===== config.mk =====
export PLATFORM = sky130hd
export DESIGN_NAME = nan_pick_unit
export DESIGN_NICKNAME = d
export VERILOG_FILES = /design/src/rtl/nan_pick_pkg.sv /design/src/rtl/nan_pick_dp.sv /design/src/rtl/nan_pick_ctl.sv /design/src/rtl/nan_pick_unit.sv
export SDC_FILE = /design/constraint.sdc
export NUM_CORES = 1
export LEC_CHECK = 0
export ABC_AREA = 1
export BUFFER_PORTS_ARGS = -buffer_cell sky130_fd_sc_hd__buf_4
export CAP_MARGIN = 30
export CELL_PAD_IN_SITES_DETAIL_PLACEMENT = 0
export CELL_PAD_IN_SITES_GLOBAL_PLACEMENT = 1
export CORE_MARGIN = 2
export CORE_UTILIZATION = 29
export DETAILED_ROUTE_END_ITERATION = 10
export GPL_ROUTABILITY_DRIVEN = 0
export GPL_TIMING_DRIVEN = 0
export PLACE_DENSITY = 0.79
export SLEW_MARGIN = 0
export SYNTH_ARGS = -nofsm -noshare
export SYNTH_HDL_FRONTEND = slang
export SYNTH_SLANG_ARGS = --single-unit

===== constraint.sdc =====
create_clock -name clk -period 0.8 [get_ports clk]
set_input_delay 0 -clock clk [delete_from_list [all_inputs] [get_ports clk]]
set_output_delay 0 -clock clk [all_outputs]
set_load 0.01 [all_outputs]

===== src/rtl/nan_pick_pkg.sv =====
`timescale 1ns/1ps
package nan_pick_pkg;

  localparam int BUS_W    = 64;
  localparam int HALF_EW  = 5;
  localparam int HALF_FW  = 10;
  localparam int SNGL_EW  = 8;
  localparam int SNGL_FW  = 23;
  localparam int DBL_EW   = 11;
  localparam int DBL_FW   = 52;

  typedef enum logic [1:0] {
    FMT_HALF   = 2'd0,
    FMT_SINGLE = 2'd1,
    FMT_DOUBLE = 2'd2,
    FMT_WIDE   = 2'd3
  } fpFmt_e;

  // Classification of one operand, produced by the datapath
  typedef struct packed {
    logic isNan;
    logic isSig;
    logic isInf;
    logic isZero;
  } opClass_t;

  // Strobes from control to datapath
  typedef struct packed {
    logic pickA;
    logic pickB;
    logic pickC;
    logic pickDflt;
    logic raiseInv;
    logic hit;
  } nanCtl_t;

  function automatic int fracWidth(fpFmt_e f);
    case (f)
      FMT_HALF:   return HALF_FW;
      FMT_SINGLE: return SNGL_FW;
      default:    return DBL_FW;
    endcase
  endfunction

  function automatic int expWidth(fpFmt_e f);
    case (f)
      FMT_HALF:   return HALF_EW;
      FMT_SINGLE: return SNGL_EW;
      default:    return DBL_EW;
    endcase
  endfunction

endpackage


===== src/rtl/nan_pick_dp.sv =====
`timescale 1ns/1ps
module nan_pick_dp
  import nan_pick_pkg::*;
#(
  parameter int N_OPS = 3,
  parameter int W     = BUS_W
) (
  input  fpFmt_e                    fmt,
  input  logic [N_OPS-1:0][W-1:0]   ops,
  input  logic                      altMode,
  input  nanCtl_t                   ctl,
  output opClass_t [N_OPS-1:0]      opCls,
  output logic [W-1:0]              result
);

  logic [W-1:0] fracMask, expMask, signBit, quietBit, fmtMask;

  // Field masks for the selected format
  always_comb begin
    int fw;
    int ew;
    fw       = fracWidth(fmt);
    ew       = expWidth(fmt);
    fracMask = (W'(1) << fw) - W'(1);
    expMask  = ((W'(1) << ew) - W'(1)) << fw;
    signBit  = W'(1) << (ew + fw);
    quietBit = W'(1) << (fw - 1);
    fmtMask  = (signBit << 1) - W'(1);
  end

  // Per-operand classification
  for (genvar i = 0; i < N_OPS; i++) begin : g_class
    logic expOnes, fracZero;
    always_comb begin
      expOnes  = (ops[i] & expMask) == expMask;
      fracZero = (ops[i] & fracMask) == '0;
      opCls[i].isNan  = expOnes && !fracZero;
      opCls[i].isSig  = expOnes && !fracZero && ((ops[i] & quietBit) == '0);
      opCls[i].isInf  = expOnes && fracZero;
      opCls[i].isZero = ((ops[i] & (expMask | fracMask)) == '0);
    end
  end

  // Result mux driven by control strobes
  logic [N_OPS-1:0] pickVec;
  logic [W-1:0]     picked, dfltNan;

  assign pickVec = N_OPS'({ctl.pickC, ctl.pickB, ctl.pickA});
  assign dfltNan = expMask | quietBit | (altMode ? signBit : '0);

  always_comb begin
    picked = '0;
    for (int i = 0; i < N_OPS; i++) begin
      if (pickVec[i]) picked = ops[i];
    end
  end

  always_comb begin
    if (!ctl.hit)         result = '0;
    else if (ctl.pickDflt) result = dfltNan;
    else                  result = (picked & fmtMask) | quietBit;
  end

endmodule


===== src/rtl/nan_pick_ctl.sv =====
`timescale 1ns/1ps
module nan_pick_ctl
  import nan_pick_pkg::*;
(
  input  opClass_t [2:0] opCls,
  input  logic           isFma,
  input  logic           dnMode,
  input  logic           altMode,
  output nanCtl_t        ctl
);

  logic nanA, nanB, nanC, sigA, sigB, sigC;
  logic infZero, anyNan, anySig;

  always_comb begin
    nanA    = opCls[0].isNan;
    nanB    = opCls[1].isNan;
    nanC    = isFma && opCls[2].isNan;
    sigA    = opCls[0].isSig;
    sigB    = opCls[1].isSig;
    sigC    = isFma && opCls[2].isSig;
    infZero = isFma && ((opCls[0].isZero && opCls[1].isInf) ||
                        (opCls[0].isInf  && opCls[1].isZero));
    anyNan  = nanA || nanB || nanC;
    anySig  = sigA || sigB || sigC;
  end

  always_comb begin
    ctl          = '0;
    ctl.raiseInv = anySig;
    ctl.hit      = infZero || anyNan;
    if (infZero) begin
      if (nanC) begin
        if (altMode || sigC) ctl.pickC = 1'b1;
        else begin
          ctl.pickDflt = 1'b1;
          ctl.raiseInv = 1'b1;
        end
      end else begin
        ctl.pickDflt = 1'b1;
        ctl.raiseInv = 1'b1;
      end
    end else if (anyNan) begin
      if (altMode) begin
        if (nanA)      ctl.pickA = 1'b1;
        else if (nanB) ctl.pickB = 1'b1;
        else           ctl.pickC = 1'b1;
      end else if (isFma) begin
        if (anySig) begin
          if (sigC)      ctl.pickC = 1'b1;
          else if (sigA) ctl.pickA = 1'b1;
          else           ctl.pickB = 1'b1;
        end else begin
          if (nanC)      ctl.pickC = 1'b1;
          else if (nanA) ctl.pickA = 1'b1;
          else           ctl.pickB = 1'b1;
        end
      end else begin
        if (anySig) begin
          if (sigA) ctl.pickA = 1'b1;
          else      ctl.pickB = 1'b1;
        end else begin
          if (nanA) ctl.pickA = 1'b1;
          else      ctl.pickB = 1'b1;
        end
      end
    end
    if (dnMode && ctl.hit) begin
      ctl.pickA    = 1'b0;
      ctl.pickB    = 1'b0;
      ctl.pickC    = 1'b0;
      ctl.pickDflt = 1'b1;
    end
  end


  always_comb begin
    pick_onehot_chk: assert ($countones({ctl.pickA, ctl.pickB, ctl.pickC, ctl.pickDflt})
                             == (ctl.hit ? 1 : 0));
  end

endmodule


===== src/rtl/nan_pick_unit.sv =====
`timescale 1ns/1ps
module nan_pick_unit
  import nan_pick_pkg::*;
#(
  parameter bit OUT_REG = 1'b1
) (
  input  logic        clk,
  input  logic        rstN,
  input  logic [63:0] opA,
  input  logic [63:0] opB,
  input  logic [63:0] opC,
  input  logic [1:0]  fmt,
  input  logic        isFma,
  input  logic        dnMode,
  input  logic        altMode,
  output logic        nanHit,
  output logic [63:0] result,
  output logic        invalid
);

  fpFmt_e              fmtSel;
  opClass_t [2:0]      opCls;
  nanCtl_t             ctl;
  logic [BUS_W-1:0]    stgResult;

  assign fmtSel = fpFmt_e'(fmt);

  nan_pick_dp #(.N_OPS(3), .W(BUS_W)) u_dp (
    .fmt     (fmtSel),
    .ops     ({opC, opB, opA}),
    .altMode (altMode),
    .ctl     (ctl),
    .opCls   (opCls),
    .result  (stgResult)
  );

  nan_pick_ctl u_ctl (
    .opCls   (opCls),
    .isFma   (isFma),
    .dnMode  (dnMode),
    .altMode (altMode),
    .ctl     (ctl)
  );

  if (OUT_REG) begin : g_reg
    always_ff @(posedge clk or negedge rstN) begin
      if (!rstN) begin
        nanHit  <= 1'b0;
        result  <= '0;
        invalid <= 1'b0;
      end else begin
        nanHit  <= ctl.hit;
        result  <= stgResult;
        invalid <= ctl.raiseInv;
      end
    end
  end else begin : g_comb
    assign nanHit  = ctl.hit;
    assign result  = stgResult;
    assign invalid = ctl.raiseInv;
  end

  // Independent field view for the checks below
  logic [BUS_W-1:0] chkExp, chkQuiet, chkSign, chkFrac, chkFmt;
  always_comb begin
    chkFrac  = (BUS_W'(1) << fracWidth(fmtSel)) - BUS_W'(1);
    chkQuiet = BUS_W'(1) << (fracWidth(fmtSel) - 1);
    chkSign  = BUS_W'(1) << (fracWidth(fmtSel) + expWidth(fmtSel));
    chkExp   = (chkSign - BUS_W'(1)) & ~chkFrac;
    chkFmt   = (chkSign << 1) - BUS_W'(1);
  end


  nohit_clear_chk: assert property (@(posedge clk) disable iff (!rstN)
    !ctl.hit |-> (stgResult == '0 && !ctl.raiseInv));


  quiet_shape_chk: assert property (@(posedge clk) disable iff (!rstN)
    ctl.hit |-> ((stgResult & chkExp) == chkExp && (stgResult & chkQuiet) != '0
                 && (stgResult & ~chkFmt) == '0));


  sig_invalid_chk: assert property (@(posedge clk) disable iff (!rstN)
    (opCls[0].isSig || opCls[1].isSig || (isFma && opCls[2].isSig)) |-> ctl.raiseInv);


  dn_pattern_chk: assert property (@(posedge clk) disable iff (!rstN)
    (dnMode && ctl.hit) |-> ((stgResult & chkFrac) == chkQuiet
                             && ((stgResult & chkSign) != '0) == altMode));


  alt_first_chk: assert property (@(posedge clk) disable iff (!rstN)
    (altMode && !dnMode && !isFma && opCls[0].isNan)
      |-> stgResult == ((opA & chkFmt) | chkQuiet));

endmodule


**Word-level counts from Yosys, hierarchy flattened**

Index checks and enable logic that the tools add are counted.

- $add $sub $neg: 5
- Equality and inequality tests: 4
- Shift operators: 5
- Muxes and demuxes: 33
- Bitwise logic cells: 16
- Reductions and logical operators: 33

Operator list:

| operator | number |
|---|---|
| AND 64 bit | 12 |
| logical NOT 64 bit | 8 |
| two-way mux 64 bit | 6 |
| bitwise OR 64 bit | 4 |
| == test 64 bit | 3 |
| << shifter 1 x 32 -> 64 bit (first input constant) | 3 |
| subtractor 64 x 2 -> 64 bit (second input constant) | 2 |
| << shifter 1 x 4 -> 64 bit (first input constant) | 1 |
| << shifter 64 x 6 -> 64 bit | 1 |
| subtractor 64 x 1 -> 64 bit (second input constant) | 1 |
| two-way mux 2 bit | 9 |
| logical AND 1 bit | 14 |
| two-way mux 1 bit | 12 |
| one-hot mux 6 bit (2 select lines) | 1 |
| two-way mux 3 bit | 3 |
| one-hot mux 4 bit (2 select lines) | 1 |
| adder 4 x 6 -> 7 bit | 1 |
| logical OR 1 bit | 7 |
| subtractor 6 x 1 -> 7 bit (second input constant) | 1 |
| two-way mux 4 bit | 1 |
| logical NOT 1 bit | 3 |
| == test 2 x 1 -> 1 bit (second input constant) | 1 |
| logical NOT 2 bit | 1 |

- Register bits after elaboration: 66
- Output and inout port bits: 66
- Logic and storage cells: 99

**Depth between registers and ports, before layout**

- Word-level depth: 24
- Gate-level depth with buffers: 30
- Mapped depth without buffers: 28

**Modules after synthesis**

From an unflattened synthesis, not the netlist that was laid out.

- Cells, all modules: 1099
- Area, all modules: 6630.1 µm²

By module, submodules not included:

| module | times used | cells an instance | area an instance (µm²) | seq. area each (µm²) |
|---|---|---|---|---|
| nan_pick_dp | 1 | 987 | 4760.8 | 0.0 |
| nan_pick_unit | 1 | 66 | 1651.6 | 1651.6 |
| nan_pick_ctl | 1 | 46 | 217.7 | 0.0 |

**Worst setup path after synthesis**

OpenSTA, ideal clock, no wires.

- Path type: input to register
- From: in fmt[0]
- To: reg result[45]
- Library setup time: 123 ps
- Data arrival time: 3470 ps
- Setup slack: -2793 ps
- Cell stages on the path: 27
- Path buffers: 6
- Cell sequence: inv_1 nand2_1 buf_2 buf_1 clkbuf_1 ha_1 buf_2 inv_2 buf_1 ha_1 inv_1 nand2_1 nand2_1 nand3b_1 nor2_1 nand3_1 nor2_1 nand2_1 nand2_1 nand3_1 nand2_1 nand2_2 nand2_2 buf_2 o21ai_0 o21ai_1 o21ai_1

- Cells in the longest elaborated chain, start to end: 24

Ends and longest elaborated chain:

| item | RTL line | text |
|---|---|---|
| start: declaration | nan_pick_unit.sv:12 | `input logic [1:0] fmt,` |
| == test 2 x 1 -> 1 bit / logical NOT 2 bit (equally long branches) | nan_pick_pkg.sv:38, nan_pick_pkg.sv:46 |  |
| one-hot mux 4 bit (2 select lines) / one-hot mux 6 bit (2 select lines) (equally long branches) | nan_pick_pkg.sv:46, nan_pick_pkg.sv:38 |  |
| << shifter 1 x 4 -> 64 bit / << shifter 1 x 32 -> 64 bit (equally long branches) | -- |  |
| subtractor 64 x 2 -> 64 bit (on tied branches) | nan_pick_dp.sv:25, nan_pick_dp.sv:24 |  |
| << shifter 64 x 6 -> 64 bit / AND 64 bit (equally long branches) | nan_pick_dp.sv:25, nan_pick_dp.sv:36 |  |
| AND 64 bit / logical NOT 64 bit (equally long branches) | nan_pick_dp.sv:35, nan_pick_dp.sv:36 |  |
| == test 64 bit / logical NOT 1 bit (equally long branches) | nan_pick_dp.sv:35, nan_pick_dp.sv:37, nan_pick_dp.sv:38 |  |
| logical AND 1 bit | nan_pick_dp.sv:37, nan_pick_dp.sv:38 |  |
| [7 not listed] | -- |  |
| two-way mux 2 bit | nan_pick_ctl.sv:32 | `if (infZero) begin` |
| two-way mux 4 bit | nan_pick_ctl.sv:68 | `if (dnMode && ctl.hit) begin` |
| two-way mux 64 bit (3 in series) | nan_pick_dp.sv:54 | `if (pickVec[i]) picked = ops[i];` |
| AND 64 bit | nan_pick_dp.sv:61 | `else result = (picked & fmtMask) \| quietBit;` |
| bitwise OR 64 bit | nan_pick_dp.sv:61 |  |
| two-way mux 64 bit | nan_pick_dp.sv:60 | `else if (ctl.pickDflt) result = dfltNan;` |
| two-way mux 64 bit * | nan_pick_dp.sv:59 | `if (!ctl.hit) result = '0;` |
| named net stgResult[45] | nan_pick_unit.sv:24 | `logic [BUS_W-1:0] stgResult;` |
| end signal: assignment | nan_pick_unit.sv:53 | `result <= stgResult;` |
| end: declaration | nan_pick_unit.sv:17 | `output logic [63:0] result,` |

The timed path passes the listed nets; every way through them passes the cells marked *.

**Worst setup path after layout**

- From: in fmt[1]
- To: reg result[32]

Same word-level chain as after synthesis.

==> summary.txt <==
Relative slew margins: 41.4%
Worst slew pin tran: 0.879 ns
Ys flop type: dfrtp_1
N_diodes: 0
Initial Util: 29.3%
H-tree lvl count: 3
CTS clock-pin slew for the worst setup and hold paths: 0.06 ns
PortBufs: 263
Global route overflow: 0
Routed wire length: 39.1 mm
Wire per inst: 21.5 um
I/O pin cnt: 265
Tot GR Track Use: 31.9%
CP peak stage delay: 0.26 ns
Die Area: 24000 um2
Worst setup path endpoint: result[32]
CP arrival: 3.25 ns
Post-Synthesis Cells: 1163
CTS tree: done
Critical path class: in -> reg
Drc violations: 0
Average size of a mapped cell: 5.68 um2
Slew Limit Fails: 0
FP Rows: 55
HP Class: in -> async
Core Util, Final: 53.9%
Vias per inst: 5.42
Max IR drop VDD: 1090 uV
Final hold vios: 67
Fin crit share: 373%
Synth Cell Area: 6600 um2
Clock tree buffer depth: 2
Static Leak: 5.87 nW
Vias in the first global route: 9634
CTS buffer count: 9
Final nets: 1740
Fmax: 336 MHz
First-pass GRT wire length: 56.8 mm
Synth warn: 0
Pre-antenna DRT Iters: 6
Status: finished with violations
Overall die height: 155 um
Critical Path RT: 1.07 ns
Sequential share of the synthesized area: 25.0%
CP Capture Type: flip-flop
Core ar.: 22500 um2
Root Buffer: clkbuf_16
Fraction of registers with async set/reset: 100%
Initial DRC Count: 1089
Hold slack: -0.245 ns
Share of layout cells above drive strength 1: 41.0%
Largest net degree at the start of global routing: 67
Clk sink count: 66
Slowest library cell on the worst path: bufbuf_16
Hold buffer count at cts: 21
Failing checks: negative hold slack, negative setup slack
Fin cells: 1823
Die span in x: 155 um
RSZ-0062 raised after global routing: yes
Fill count: 2206
Initial antenna violation count: 0
Period minus WS final: 2.98 ns
Post-synth EDFFs: 0
Cell variety after synth: 39
Final WS setup: -2.18 ns
Pwr Density: 1290 nW/um2
Placed cell count: 1712
Worst Path Max Fanout: 6
Via count: 9882
Post-route ant nets: 0
Crit path launch: fmt[1]
Final Setup Violations: 132
Max cap viols: 0
Hpwl dp: 29.8 mm
Design Power: 0.0156 W
CP Launch Type: input pin
Area growth syn-to-layout: 83.8%
CP most frequent cell: nand3_2
Register bit total from synthesis: 66
-- through the flow --
step	instance area [um2]	setup slack, ns	setup TNS, ns
CTS	11500	-2.12	-132.46
global route	12100	-2.26	-143.78
detailed placement	9180	-3.34	-200.45
finish	12100	-2.18	-137.54
global placement	9180	-3.35	-199.98
floorplan	6840	-1.98	-123.42
-- flip-flops by register name, indices dropped and copies added, names as in the netlist --
signal and count:
result 64, nanHit 1, invalid 1
-- cells in the mapped netlist (2+ instances only) --
library cell,n,area (um2)
o211ai_1,8,60.1
buf_1,3,11.3
or2_2,5,31.3
o21ai_1,9,45.0
o21ai_2,2,17.5
nand2_2,9,56.3
a21oi_1,55,275
nor2_1,187,702
and2_0,2,12.5
nor3_1,16,80.1
o21bai_1,2,15.0
dfrtp_1,66,1650
nor3_2,2,20.0
nand4_1,47,294
a31oi_1,5,31.3
inv_1,118,443
ha_1,8,100
inv_2,10,37.5
a211oi_1,2,15.0
buf_4,5,37.5
o22ai_1,4,25.0
nand3_2,3,30.0
nand3b_1,4,30.0
buf_6,4,45.0
clkbuf_1,5,18.8
o21ai_0,37,185
nor2_2,4,25.0
nand3_1,163,816
buf_2,32,160
nand2_1,337,1260
-- how the worst min path moves through the flow --
stage          start         end  cells after the start
6_report        rstN  result[39]                      1
5_1_grt         rstN  result[30]                      1
4_1_cts         rstN  result[28]                      1
3_5_place_dp    rstN  result[28]                      1
3_3_place_gp    rstN  result[25]                      1
2_1_floorplan   rstN     invalid                      0
-- worst max-delay path: cells and delay by family --
| kind | cells | cell delay [ns] |
|---|---|---|
| fa+ha+maj | 1 | 0.20 |
| buf+inv | 13 | 1.60 |
| simple gates | 15 | 1.29 |
| compound gates | 1 | 0.15 |
-- cells by family (layout without fill, tap and decap cells) --
kind of cell,after synthesis,after routing,share of synthesized area (%)
AND/OR/NAND/NOR,781,781,51.2
flip-flops,66,66,25.0
buffers and inverters,178,552,11.5
XOR/XNOR,1,1,0.133
other,1,2,0.0568
adder cells (fa/ha/maj),8,8,1.52
AO/OA/AOI/OAI,128,128,10.6
-- report_power, final --
group	total (W)	switching, W	internal (W)
sequential	0.00382	0.000155	0.00366
clock	0.00447	0.00171	0.00275
combinational	0.00731	0.00400	0.00331
-- cells in the final DEF, fill, tap and decap left out, types with 6 or more instances in the layout --
cell	synthesis	final
a21oi_1	55	30
a21oi_2	0	23
buf_12	0	19
buf_2	32	7
buf_4	5	243
buf_6	4	93
buf_8	0	13
clkbuf_16	0	12
dfrtp_1	66	66
dlygate4sd3_1	0	21
ha_4	0	6
inv_1	118	106
inv_2	10	12
nand2_1	337	293
nand2_2	9	33
nand2_4	0	13
nand2_8	0	7
nand3_1	163	100
nand3_2	3	52
nand3_4	0	14
nand4_1	47	47
nor2_1	187	159
nor2_2	4	16
nor2_4	1	17
nor3_1	16	12
o211ai_1	8	8
o21ai_0	37	29
o21ai_1	9	9
o21ai_2	2	7
-- area by class of cell --
class | count | area [um2] | share of cell area [%]
plain buffers | 48 | 604 | 4.98
clock buffers | 9 | 225 | 1.86
clock inverters | 7 | 103 | 0.846
inverters | 129 | 542 | 4.47
multi-input cells | 920 | 5340 | 44.0
flip-flops and latches | 66 | 1650 | 13.6
well taps | 285 | 357 | 2.94
repair buffers | 359 | 3310 | 27.3
-- metal layers --
layer / share of wire [%] / track usage [%] / vias to the layer above
met5: 0 / 0 / -
met4: 5.4 / 14.9 / 0
met3: 11 / 7.13 / 129
met2: 45 / 51.2 / 658
met1: 39 / 40.8 / 4565
li1: - / - / 4530
-- timing repair --
| item | CTS | global route |
|---|---|---|
| resized for setup | 288 | 133 |
| gates cloned | 6 | 1 |
| endpoints found under the setup margin | 132 | 132 |
| endpoints found under the hold margin | 76 | 67 |
| buffers inserted | 56 | 15 |
| pin swaps | 55 | 78 |
(Power assumes the default switching activity.)
